==> src/rtl/efs_pkg.sv <==
package efs_pkg;
  typedef enum logic [2:0] {
    DS_IDLE, DS_UNL1, DS_UNL2, DS_SETUP, DS_UNL4, DS_CMD
  } dec_state_e;

  localparam logic [7:0] CODE_UNL_A = 8'hAA;
  localparam logic [7:0] CODE_UNL_B = 8'h55;
  localparam logic [7:0] CODE_SETUP = 8'h80;
  localparam logic [7:0] CODE_CHIP  = 8'h10;
  localparam logic [7:0] CODE_SECT  = 8'h30;
  localparam int unsigned KEY_ADDR_A = 32'h555;
  localparam int unsigned KEY_ADDR_B = 32'h2AA;
endpackage

==> src/rtl/efs_decoder.sv <==
module efs_decoder
  import efs_pkg::*;
#(
  parameter int ADDR_W = 12
) (
  input  logic              clk,
  input  logic              rst_n,
  input  logic              wr_en,
  input  logic [ADDR_W-1:0] addr,
  input  logic [7:0]        wdata,
  input  logic              busy,
  input  logic              win_open,
  output logic              add_sector,
  output logic              start_chip,
  output logic              abort_win
);
  localparam logic [ADDR_W-1:0] ADR_A = ADDR_W'(KEY_ADDR_A);
  localparam logic [ADDR_W-1:0] ADR_B = ADDR_W'(KEY_ADDR_B);

  dec_state_e st_q, st_d;
  logic at_a, at_b;

  assign at_a = (addr == ADR_A);
  assign at_b = (addr == ADR_B);

  always_comb begin
    st_d       = st_q;
    add_sector = 1'b0;
    start_chip = 1'b0;
    abort_win  = 1'b0;
    if (wr_en && !busy) begin
      st_d = DS_IDLE;
      if (win_open) begin
        if (wdata == CODE_SECT) add_sector = 1'b1;
        else                    abort_win  = 1'b1;
      end else begin
        case (st_q)
          DS_IDLE:  if (at_a && wdata == CODE_UNL_A) st_d = DS_UNL1;
          DS_UNL1:  if (at_b && wdata == CODE_UNL_B) st_d = DS_UNL2;
          DS_UNL2:  if (at_a && wdata == CODE_SETUP) st_d = DS_SETUP;
          DS_SETUP: if (at_a && wdata == CODE_UNL_A) st_d = DS_UNL4;
          DS_UNL4:  if (at_b && wdata == CODE_UNL_B) st_d = DS_CMD;
          DS_CMD: begin
            if (at_a && wdata == CODE_CHIP) start_chip = 1'b1;
            else if (wdata == CODE_SECT)    add_sector = 1'b1;
          end
          default: st_d = DS_IDLE;
        endcase
      end
    end
  end

  always_ff @(posedge clk or negedge rst_n) begin
    if (!rst_n) st_q <= DS_IDLE;
    else        st_q <= st_d;
  end
endmodule

==> src/rtl/efs_window.sv <==
module efs_window #(
  parameter  int NSECT = 4,
  parameter  int T_TOW = 20,
  localparam int SEC_W = $clog2(NSECT),
  localparam int TW    = $clog2(T_TOW + 1)
) (
  input  logic             clk,
  input  logic             rst_n,
  input  logic             add_sector,
  input  logic             abort_win,
  input  logic [SEC_W-1:0] add_sec,
  output logic             win_open,
  output logic             launch,
  output logic [NSECT-1:0] sel_mask
);
  logic             open_q, open_d;
  logic [TW-1:0]    timer_q, timer_d;
  logic [NSECT-1:0] mask_q, mask_d;

  always_comb begin
    open_d  = open_q;
    timer_d = timer_q;
    mask_d  = mask_q;
    launch  = 1'b0;
    if (add_sector) begin
      mask_d  = mask_q | (NSECT'(1) << add_sec);
      timer_d = TW'(T_TOW);
      open_d  = 1'b1;
    end else if (abort_win) begin
      mask_d  = '0;
      timer_d = '0;
      open_d  = 1'b0;
    end else if (open_q) begin
      if (timer_q == TW'(1)) begin
        launch = 1'b1;
        open_d = 1'b0;
        mask_d = '0;
      end
      timer_d = timer_q - 1'b1;
    end
  end

  always_ff @(posedge clk or negedge rst_n) begin
    if (!rst_n) begin
      open_q  <= 1'b0;
      timer_q <= '0;
      mask_q  <= '0;
    end else begin
      open_q  <= open_d;
      timer_q <= timer_d;
      mask_q  <= mask_d;
    end
  end

  assign win_open = open_q;
  assign sel_mask = mask_q;
endmodule

==> src/rtl/efs_engine.sv <==
module efs_engine #(
  parameter  int NSECT   = 4,
  parameter  int T_PROG  = 6,
  parameter  int T_ERASE = 10,
  localparam int SEC_W   = $clog2(NSECT),
  localparam int CW      = $clog2((T_PROG > T_ERASE ? T_PROG : T_ERASE) + 1)
) (
  input  logic             clk,
  input  logic             rst_n,
  input  logic             launch,
  input  logic [NSECT-1:0] launch_mask,
  input  logic             chip_start,
  output logic             busy,
  output logic             op_zero,
  output logic             op_fill,
  output logic [SEC_W-1:0] op_sec
);
  logic             busy_q, busy_d;
  logic             phase_q, phase_d;
  logic [CW-1:0]    cnt_q, cnt_d;
  logic [NSECT-1:0] rem_q, rem_d;
  logic [SEC_W-1:0] cur;

  always_comb begin
    cur = '0;
    for (int i = NSECT - 1; i >= 0; i--) begin
      if (rem_q[i]) cur = SEC_W'(i);
    end
  end

  always_comb begin
    busy_d  = busy_q;
    phase_d = phase_q;
    cnt_d   = cnt_q;
    rem_d   = rem_q;
    op_zero = 1'b0;
    op_fill = 1'b0;
    if (chip_start || launch) begin
      busy_d  = 1'b1;
      rem_d   = chip_start ? {NSECT{1'b1}} : launch_mask;
      phase_d = 1'b0;
      cnt_d   = '0;
    end else if (busy_q) begin
      if (!phase_q) begin
        if (cnt_q == CW'(T_PROG - 1)) begin
          op_zero = 1'b1;
          phase_d = 1'b1;
          cnt_d   = '0;
        end else begin
          cnt_d = cnt_q + 1'b1;
        end
      end else if (cnt_q == CW'(T_ERASE - 1)) begin
        op_fill = 1'b1;
        rem_d   = rem_q & ~(NSECT'(1) << cur);
        phase_d = 1'b0;
        cnt_d   = '0;
        busy_d  = |rem_d;
      end else begin
        cnt_d = cnt_q + 1'b1;
      end
    end
  end

  always_ff @(posedge clk or negedge rst_n) begin
    if (!rst_n) begin
      busy_q  <= 1'b0;
      phase_q <= 1'b0;
      cnt_q   <= '0;
      rem_q   <= '0;
    end else begin
      busy_q  <= busy_d;
      phase_q <= phase_d;
      cnt_q   <= cnt_d;
      rem_q   <= rem_d;
    end
  end

  assign busy   = busy_q;
  assign op_sec = cur;
endmodule

==> src/rtl/efs_array.sv <==
module efs_array #(
  parameter  int NSECT = 4,
  parameter  int WPS   = 8,
  localparam int WORDS = NSECT * WPS,
  localparam int IDX_W = $clog2(WORDS),
  localparam int SEC_W = $clog2(NSECT)
) (
  input  logic             clk,
  input  logic             rst_n,
  input  logic             rd_en,
  input  logic [IDX_W-1:0] rd_idx,
  input  logic             op_zero,
  input  logic             op_fill,
  input  logic [SEC_W-1:0] op_sec,
  output logic [7:0]       rdata
);
  logic [7:0] cells [WORDS];

  for (genvar w = 0; w < WORDS; w++) begin : g_word
    localparam logic [SEC_W-1:0] MY_SEC = SEC_W'(w / WPS);
    localparam logic [7:0]       INIT   = 8'((w * 3 + 1) % 256);
    logic       hit;
    logic [7:0] cell_q;

    assign hit = (op_sec == MY_SEC);

    always_ff @(posedge clk or negedge rst_n) begin
      if (!rst_n)                cell_q <= INIT;
      else if (hit && op_fill)   cell_q <= 8'hFF;
      else if (hit && op_zero)   cell_q <= 8'h00;
    end

    assign cells[w] = cell_q;
  end

  always_ff @(posedge clk or negedge rst_n) begin
    if (!rst_n)     rdata <= 8'h00;
    else if (rd_en) rdata <= cells[rd_idx];
  end
endmodule

==> src/rtl/erase_cmd_seq.sv <==
module erase_cmd_seq #(
  parameter int ADDR_W  = 12,
  parameter int NSECT   = 4,
  parameter int WPS     = 8,
  parameter int T_TOW   = 20,
  parameter int T_PROG  = 6,
  parameter int T_ERASE = 10
) (
  input  logic              clk,
  input  logic              rst_n,
  input  logic              wr_en,
  input  logic              rd_en,
  input  logic [ADDR_W-1:0] addr,
  input  logic [7:0]        wdata,
  output logic [7:0]        rdata,
  output logic              busy
);
  localparam int SEC_W = $clog2(NSECT);
  localparam int WB_W  = $clog2(WPS);
  localparam int IDX_W = SEC_W + WB_W;

  logic             add_sector, start_chip, abort_win;
  logic             win_open, launch;
  logic [NSECT-1:0] sel_mask;
  logic             op_zero, op_fill;
  logic [SEC_W-1:0] op_sec;
  logic [SEC_W-1:0] addr_sec;

  assign addr_sec = addr[IDX_W-1:WB_W];

  efs_decoder #(.ADDR_W(ADDR_W)) u_dec (
    .clk(clk), .rst_n(rst_n), .wr_en(wr_en), .addr(addr), .wdata(wdata),
    .busy(busy), .win_open(win_open), .add_sector(add_sector),
    .start_chip(start_chip), .abort_win(abort_win)
  );

  efs_window #(.NSECT(NSECT), .T_TOW(T_TOW)) u_win (
    .clk(clk), .rst_n(rst_n), .add_sector(add_sector), .abort_win(abort_win),
    .add_sec(addr_sec), .win_open(win_open), .launch(launch), .sel_mask(sel_mask)
  );

  efs_engine #(.NSECT(NSECT), .T_PROG(T_PROG), .T_ERASE(T_ERASE)) u_eng (
    .clk(clk), .rst_n(rst_n), .launch(launch), .launch_mask(sel_mask),
    .chip_start(start_chip), .busy(busy), .op_zero(op_zero),
    .op_fill(op_fill), .op_sec(op_sec)
  );

  efs_array #(.NSECT(NSECT), .WPS(WPS)) u_arr (
    .clk(clk), .rst_n(rst_n), .rd_en(rd_en), .rd_idx(addr[IDX_W-1:0]),
    .op_zero(op_zero), .op_fill(op_fill), .op_sec(op_sec), .rdata(rdata)
  );
endmodule

==> config.mk <==
export PLATFORM = sky130hd
export DESIGN_NAME = erase_cmd_seq
export DESIGN_NICKNAME = d
export VERILOG_FILES = /design/src/rtl/efs_pkg.sv /design/src/rtl/efs_decoder.sv /design/src/rtl/efs_window.sv /design/src/rtl/efs_engine.sv /design/src/rtl/efs_array.sv /design/src/rtl/erase_cmd_seq.sv
export SDC_FILE = /design/constraint.sdc
export NUM_CORES = 1
export LEC_CHECK = 0
export BUFFER_PORTS_ARGS = -buffer_cell sky130_fd_sc_hd__buf_2
export CAP_MARGIN = 20
export CORE_UTILIZATION = 41
export DETAILED_ROUTE_END_ITERATION = 16
export PLACE_DENSITY = 0.57
export SYNTH_ARGS = -nofsm -noshare
export SYNTH_HDL_FRONTEND = slang
export SYNTH_SLANG_ARGS = --single-unit
==> constraint.sdc <==
create_clock -name clk -period 4.64 [get_ports clk]
set_clock_uncertainty 0.15 [all_clocks]
set_input_delay 0.464 -clock clk [delete_from_list [all_inputs] [get_ports clk]]
set_output_delay 0.464 -clock clk [all_outputs]
set_load 0.01 [all_outputs]
==> summary.md, run 1 <==
| Metric | Value |
|---|---|
| Status | `finished, final reports clean` |
| Chip height | `81.8 um` |
| Pwr Density | `258 mW/mm^2` |
| Number of max-slew violations in the final report | `0` |
| Post-CTS Hold Fix Bufs | `0` |
| Fmax | `0.450 GHz` |
| CTS H-tree depth | `2` |
| Register area | `981 sq um` |
| Vias in the first global route | `2,098` |
| Core ar. | `0.00603 sq mm` |
| Crit path required time | `4.72 ns` |
| GPL Wtd Cong | `0.825` |
| CTS Buf Count | `5` |
| Critical Path End Type | `register` |
| RR Startpoint | `u_win.timer_q[1]` |
| Worst hold slack | `0.128 ns` |
| Diodes inserted | `0` |
| Leakage Power | `1.24 nW` |
| Area Growth Syn to Fin | `11.9%` |
| Synth cell count leaders | `35 x dfrtp_1, 29 x nand2_1, 27 x o21ai_0` |
| Chip width | `81.8 um` |
| Drt first pass iters | `4` |
| Crit path from | `u_win.timer_q[1]` |
| Synth area leader | `dfrtp_1` |
| Post-route minimum period | `2.22 ns` |
| Global route overflow | `0` |
| Largest net degree at the start of global routing | `40` |
| Syn Nets | `328` |
| Slew margin rel. | `0.413` |
| Initial antenna violation count | `0` |
| Clock sink count | `39` |
| Final ANT Viol Nets | `0` |
| Final setup viols | `0` |
| EDFF count, synth | `0` |
| RSZ-0062 raised after global routing | `false` |
| Synth top area share | `0.335` |
| Die area | `0.00669 sq mm` |
| Max clock buf depth | `2` |
| Cell with the most instances after synthesis | `dfrtp_1` |
| Drt initial violations | `195` |
| Synth warn | `0` |
| Num ports | `33` |
| # DRC | `0` |
| Worst VDD drop | `114 uV` |
| Post-CTS setup buffer count | `0` |
| First-pass GRT wire length | `10,100 um` |
| Hold Crit Class | `input port to asynchronous set/reset pin` |
| Setup crit start kind | `register` |
| Worst Path Arrival | `2.30 ns` |
| Max_cap viols | `0` |
| Routed wire length per instance | `15.5 um` |
| Post-Syn Area | `0.00261 sq mm` |
| Post-synth ARST share | `1.00` |
| Least-Margin Pin Slew | `0.880 ns` |
| Initial Utilization | `0.433` |
| Root Buffer | `clkbuf_8` |
| Register area share after synthesis | `0.376` |
| Post-synth top flop | `dfrtp_1` |
| Post-route cell area | `0.00292 sq mm` |
| Avg Cell Area, Syn | `8.70 sq um` |
| Post-Syn Instances | `300` |
| Multi-input gate area | `0.00154 sq mm` |
| Setup TNS | `0 ns` |
| Tot GR Track Use | `0.199` |
| FILL cells | `598` |
| Port Buffers | `32` |
| Post_cts resized | `0` |
| Vias | `2,349` |
| Placed cell areas | `0.00280 sq mm` |
| Via-to-Cell Ratio | `5.89` |
| Clk Latency, worst-skew pair | `0.30 ns` |
| Post-synthesis cell type count | `59` |
| Crit path kind | `register to register` |
| Crit Path Max Fanout | `11` |
| NumNets Final | `351` |
| FF+latch count, synth | `39` |
| Row count | `28` |
| Post-detail-place hpwl | `4460 um` |
| DRT Wirelength | `6200 um` |
| CTS tree | `done` |
| Fraction of layout cells with a size suffix above 1 | `0.170` |
| Clk slew on worst S/H paths | `0.09 ns` |
| Final Cycle Share | `0.479` |
| Final Hold Vio Count | `0` |
| Main area contributors after synthesis | `dfrtp_1 34%, mux2i_1 6.1%, o21ai_0 5.2%, nand2_1 4.2%, dfstp_2 4.0%` |
==> state kept, by name (all words and copies together), names as in the netlist, 3 cells and up <==
register and count:
u_arr.g_word.cell_q 8, u_arr.rdata 8, u_win.timer_q 5, u_eng.cnt_q 4, u_eng.rem_q 4, u_win.sel_mask 4, u_dec.st_q 3
==> power breakdown <==
group	internal (mW)	total [mW]	leakage (nW)	switching [mW]
sequential	0.350	0.358	0.481	0.00776
combinational	0.0320	0.0809	0.696	0.0489
clock	0.177	0.314	0.0618	0.137
total	0.559	0.753	1.24	0.194
==> cell usage in the layout (no fill, tap or decap), types with 5 or more instances in the layout <==
cell type  instances
and3_1             6
mux2i_1           16
o22ai_1            5
dfrtp_1           35
nor2_1            26
nor3_1            14
buf_2             32
nand2b_1           6
inv_1              8
o2bb2ai_1          8
nand3_1           10
o21ai_0           27
a31oi_1            5
nand2_1           29
clkbuf_8           6
a21oi_1           11
==> per-stage QoR <==
stage | std cells | worst slack [ns] | util | total power, mW
floorplan | 300 | 2.67 | - | 0.411
global placement | 391 | 2.38 | 0.465 | 0.445
detailed placement | 391 | 2.31 | 0.465 | 0.446
CTS | 399 | 2.43 | 0.485 | 0.760
global route | 399 | 2.24 | 0.485 | 0.785
finish | 399 | 2.42 | 0.485 | 0.753
==> area by class of cell <==
| class | instances | share of cell area |
|---|---|---|
| Inverter | 8 | 0.0103 |
| Tap cell | 75 | 0.0321 |
| Timing Repair Buffer | 32 | 0.0548 |
| Sequential cell | 39 | 0.336 |
| Clock inverter | 2 | 0.0133 |
| Multi-Input combinational cell | 237 | 0.526 |
| Clock buffer | 6 | 0.0283 |
==> path summary, 6_finish.rpt <==
kind	endpoint	cells past startpoint	slack, ns
worst max-delay path	u_arr.g_word[2].cell_q[2]	7	2.42
worst min-delay path	u_win.timer_q[2]	1	0.13
worst max register to register	u_arr.g_word[2].cell_q[2]	7	2.42
worst min register to register	u_arr.rdata[2]	1	0.33
max in group asynchronous	u_win.timer_q[1]	1	3.67
min in group clk	u_arr.rdata[2]	1	0.33
==> cells by family after synthesis <==
group | share of synthesized area
AOI/OAI and AO/OA | 0.224
xor gates and xnor gates | 0.0101
adders and majority gates | 0.0192
buffers and inverters | 0.0359
DFF | 0.376
muxes | 0.0700
and+or+nand+nor | 0.265
==> worst max-delay path, cell delays in order (launching register included) <==
cell	delay, ns
dfrtp_1	0.40
inv_1	0.08
ha_1	0.13
nor4b_2	0.39
nand3_1	0.40
and3_1	0.32
o21ai_0	0.13
o2bb2ai_1	0.16
==> layer usage <==
layer / track usage / vias up / share of wire / routed length (um)
met3: 0.0333 / 7 / 0.051 / 315
li1: - / 1169 / - / -
met1: 0.285 / 1112 / 0.50 / 3120
met4: 0.0579 / 0 / 0.012 / 76
met5: 0 / - / 0 / 0
met2: 0.305 / 61 / 0.43 / 2690
Power figures use the tool's default switching activity.
==> run 2: changes to the inputs <==
Clock period 4.64 ns to 2.28 ns, I/O delays scaled along.
==> summary.md, run 2 (synthesis gave the netlist of run 1 again) <==
| Metric | Value |
|---|---|
| CTS H-tree depth | `2 (unchanged)` |
| Worst Path Arrival | `1.88 ns (-0.42 ns)` |
| Initial antenna violation count | `0 (unchanged)` |
| Clk Latency, worst-skew pair | `0.30 ns (about the same)` |
| Final std cells w/o fill | `409 (+2.5%)` |
| Post_cts resized | `0 (unchanged)` |
| Crit Path Max Fanout | `4 (-7)` |
| Initial Utilization | `0.433 (unchanged)` |
| Vias in the first global route | `2,149 (+2.4%)` |
| Final setup viols | `0 (unchanged)` |
| Final ANT Viol Nets | `0 (unchanged)` |
| Leakage Power | `1.28 nW (+3.7%)` |
| Post-CTS setup buffer count | `0 (unchanged)` |
| Drt initial violations | `170 (-13%)` |
| # DRC | `0 (unchanged)` |
| Post-CTS Hold Fix Bufs | `1 (+1)` |
| Worst VDD drop | `306 uV (+170%)` |
| Pwr Density | `499 mW/mm^2 (+94%)` |
| Setup TNS | `0 ns (unchanged)` |
| DRT Wirelength | `6180 um (-0.36%)` |
| Fmax | `0.542 GHz (+20%)` |
| Vias | `2,386 (+1.6%)` |
| R2r setup slk | `0.43 ns (-1.98 ns)` |
| FILL cells | `584 (-2.3%)` |
| CTS Buf Count | `5 (unchanged)` |
| Final Cycle Share | `0.810 (+0.331)` |
| Clock sink count | `39 (unchanged)` |
| Crit path cell chain | `inv_1, ha_1, nor4b_2, buf_4, o21a_1, o21ai_0, nand2_1, o21ai_0` |
| Root Buffer | `clkbuf_8` |
| Top Registers | `u_arr.g_word.cell_q x8, u_arr.rdata x8, u_win.timer_q x5` |
| Chip height | `81.8 um (unchanged)` |
| Slew margin rel. | `0.690 (+0.277)` |
| Chip width | `81.8 um (unchanged)` |
| CTS tree | `done` |
| Commonest non-fill, non-tap cell in the layout | `dfrtp_1` |
| NumNets Final | `361 (+2.8%)` |
| Drt first pass iters | `5 (+1)` |
| Post-route minimum period | `1.85 ns (-0.376 ns)` |
| Most frequent cells in the layout | `35 x dfrtp_1, 32 x buf_2, 29 x nand2_1, 27 x o21ai_0, 26 x nor2_1` |
| Number of max-slew violations in the final report | `0 (unchanged)` |
| Tot GR Track Use | `0.201 (+0.00160)` |
| RSZ-0062 raised after global routing | `false` |
| Fraction of layout cells with a size suffix above 1 | `0.192 (+0.0219)` |
| Crit path required time | `2.31 ns (-2.41 ns)` |
| Port Buffers | `32 (unchanged)` |
| Global route overflow | `0 (unchanged)` |
| Delay-heaviest family, CP | `flip-flops` |
| Least-Margin Pin Slew | `0.462 ns (-0.419 ns)` |
| Die area | `0.00669 sq mm (unchanged)` |
| Final Hold Vio Count | `0 (unchanged)` |
| Max_cap viols | `0 (unchanged)` |
| First-pass GRT wire length | `10,200 um (+0.27%)` |
| Setup crit start kind | `register` |
| CP max stage cell | `dfrtp_1` |
| Crit path kind | `register to register` |
| Critical Path End Type | `register` |
| Clk slew on worst S/H paths | `0.09 ns (about the same)` |
| Via-to-Cell Ratio | `5.83 (-0.91%)` |
| Row count | `28 (unchanged)` |
| Diodes inserted | `0 (unchanged)` |
| Crit path top cell by count | `o21ai_0` |
| GPL Wtd Cong | `0.821 (-0.41%)` |
| Hold Crit Class | `input port to register` |
| Max clock buf depth | `2 (unchanged)` |
| Largest net degree at the start of global routing | `21 (-48%)` |
| Status | `finished, final reports clean` |
| Core ar. | `0.00603 sq mm (unchanged)` |
| Placed Cells | `400 (+2.3%)` |
| Area Growth Syn to Fin | `14.6%` |
| CP max stage delay | `0.42 ns (+0.02 ns)` |
| Buf/Inv on CP | `2 (+1)` |
| Num ports | `33 (unchanged)` |
| Post-detail-place hpwl | `4550 um (+1.9%)` |
| Routed wire length per instance | `15.1 um (-2.8%)` |
## run 2: worst paths after layout
check	depth (start not counted)	startpoint	end
max in group asynchronous	3	rst_n	u_arr.g_word[20].cell_q[5]
min reg2reg	1	u_arr.rdata[2]	u_arr.rdata[2]
max	8	u_win.timer_q[1]	u_win.sel_mask[1]
max reg2reg	8	u_win.timer_q[1]	u_win.sel_mask[1]
min in group asynchronous	3	rst_n	u_win.timer_q[1]
min	2	rd_en	u_arr.rdata[0]
## run 2: power breakdown
part,switching (mW),internal [mW],leakage (nW)
logic,0.103,0.0720,0.745
clock network,0.264,0.326,0.0581
registers,0.0151,0.712,0.481
## run 2: layout make-up
cell class,instances,area [sq um],area share
multi-input combinational,237,1540,0.514
tap,75,93.8,0.0314
sequential,39,981,0.328
clock buffer,5,68.8,0.0230
inverter,8,30.0,0.0100
clock inverter,3,43.8,0.0146
timing repair buffer,42,238,0.0795
## run 2: stage by stage
stage | power [mW] | util | hold WS [ns] | instance area (sq um) | setup WS (ns)
after CTS | 1.51 | 0.496 | 0.127 | 2990 | 0.434
final | 1.49 | 0.496 | 0.142 | 2990 | 0.434
after global placement | 0.912 | 0.476 | 0.0631 | 2870 | 0.278
after global routing | 1.56 | 0.496 | 0.154 | 2990 | 0.257
after floorplan | 0.836 | - | -0.218 | 2610 | 0.432
after detailed placement | 0.915 | 0.476 | 0.0740 | 2870 | 0.265
## run 2: per-layer routing
metal / track usage / part of all wire / up-vias
li1: - / - / 1187
met1: 0.286 / 0.50 / 1141
met2: 0.300 / 0.44 / 51
met3: 0.0378 / 0.049 / 7
met4: 0.0737 / 0.013 / 0
met5: 0 / 0 / -
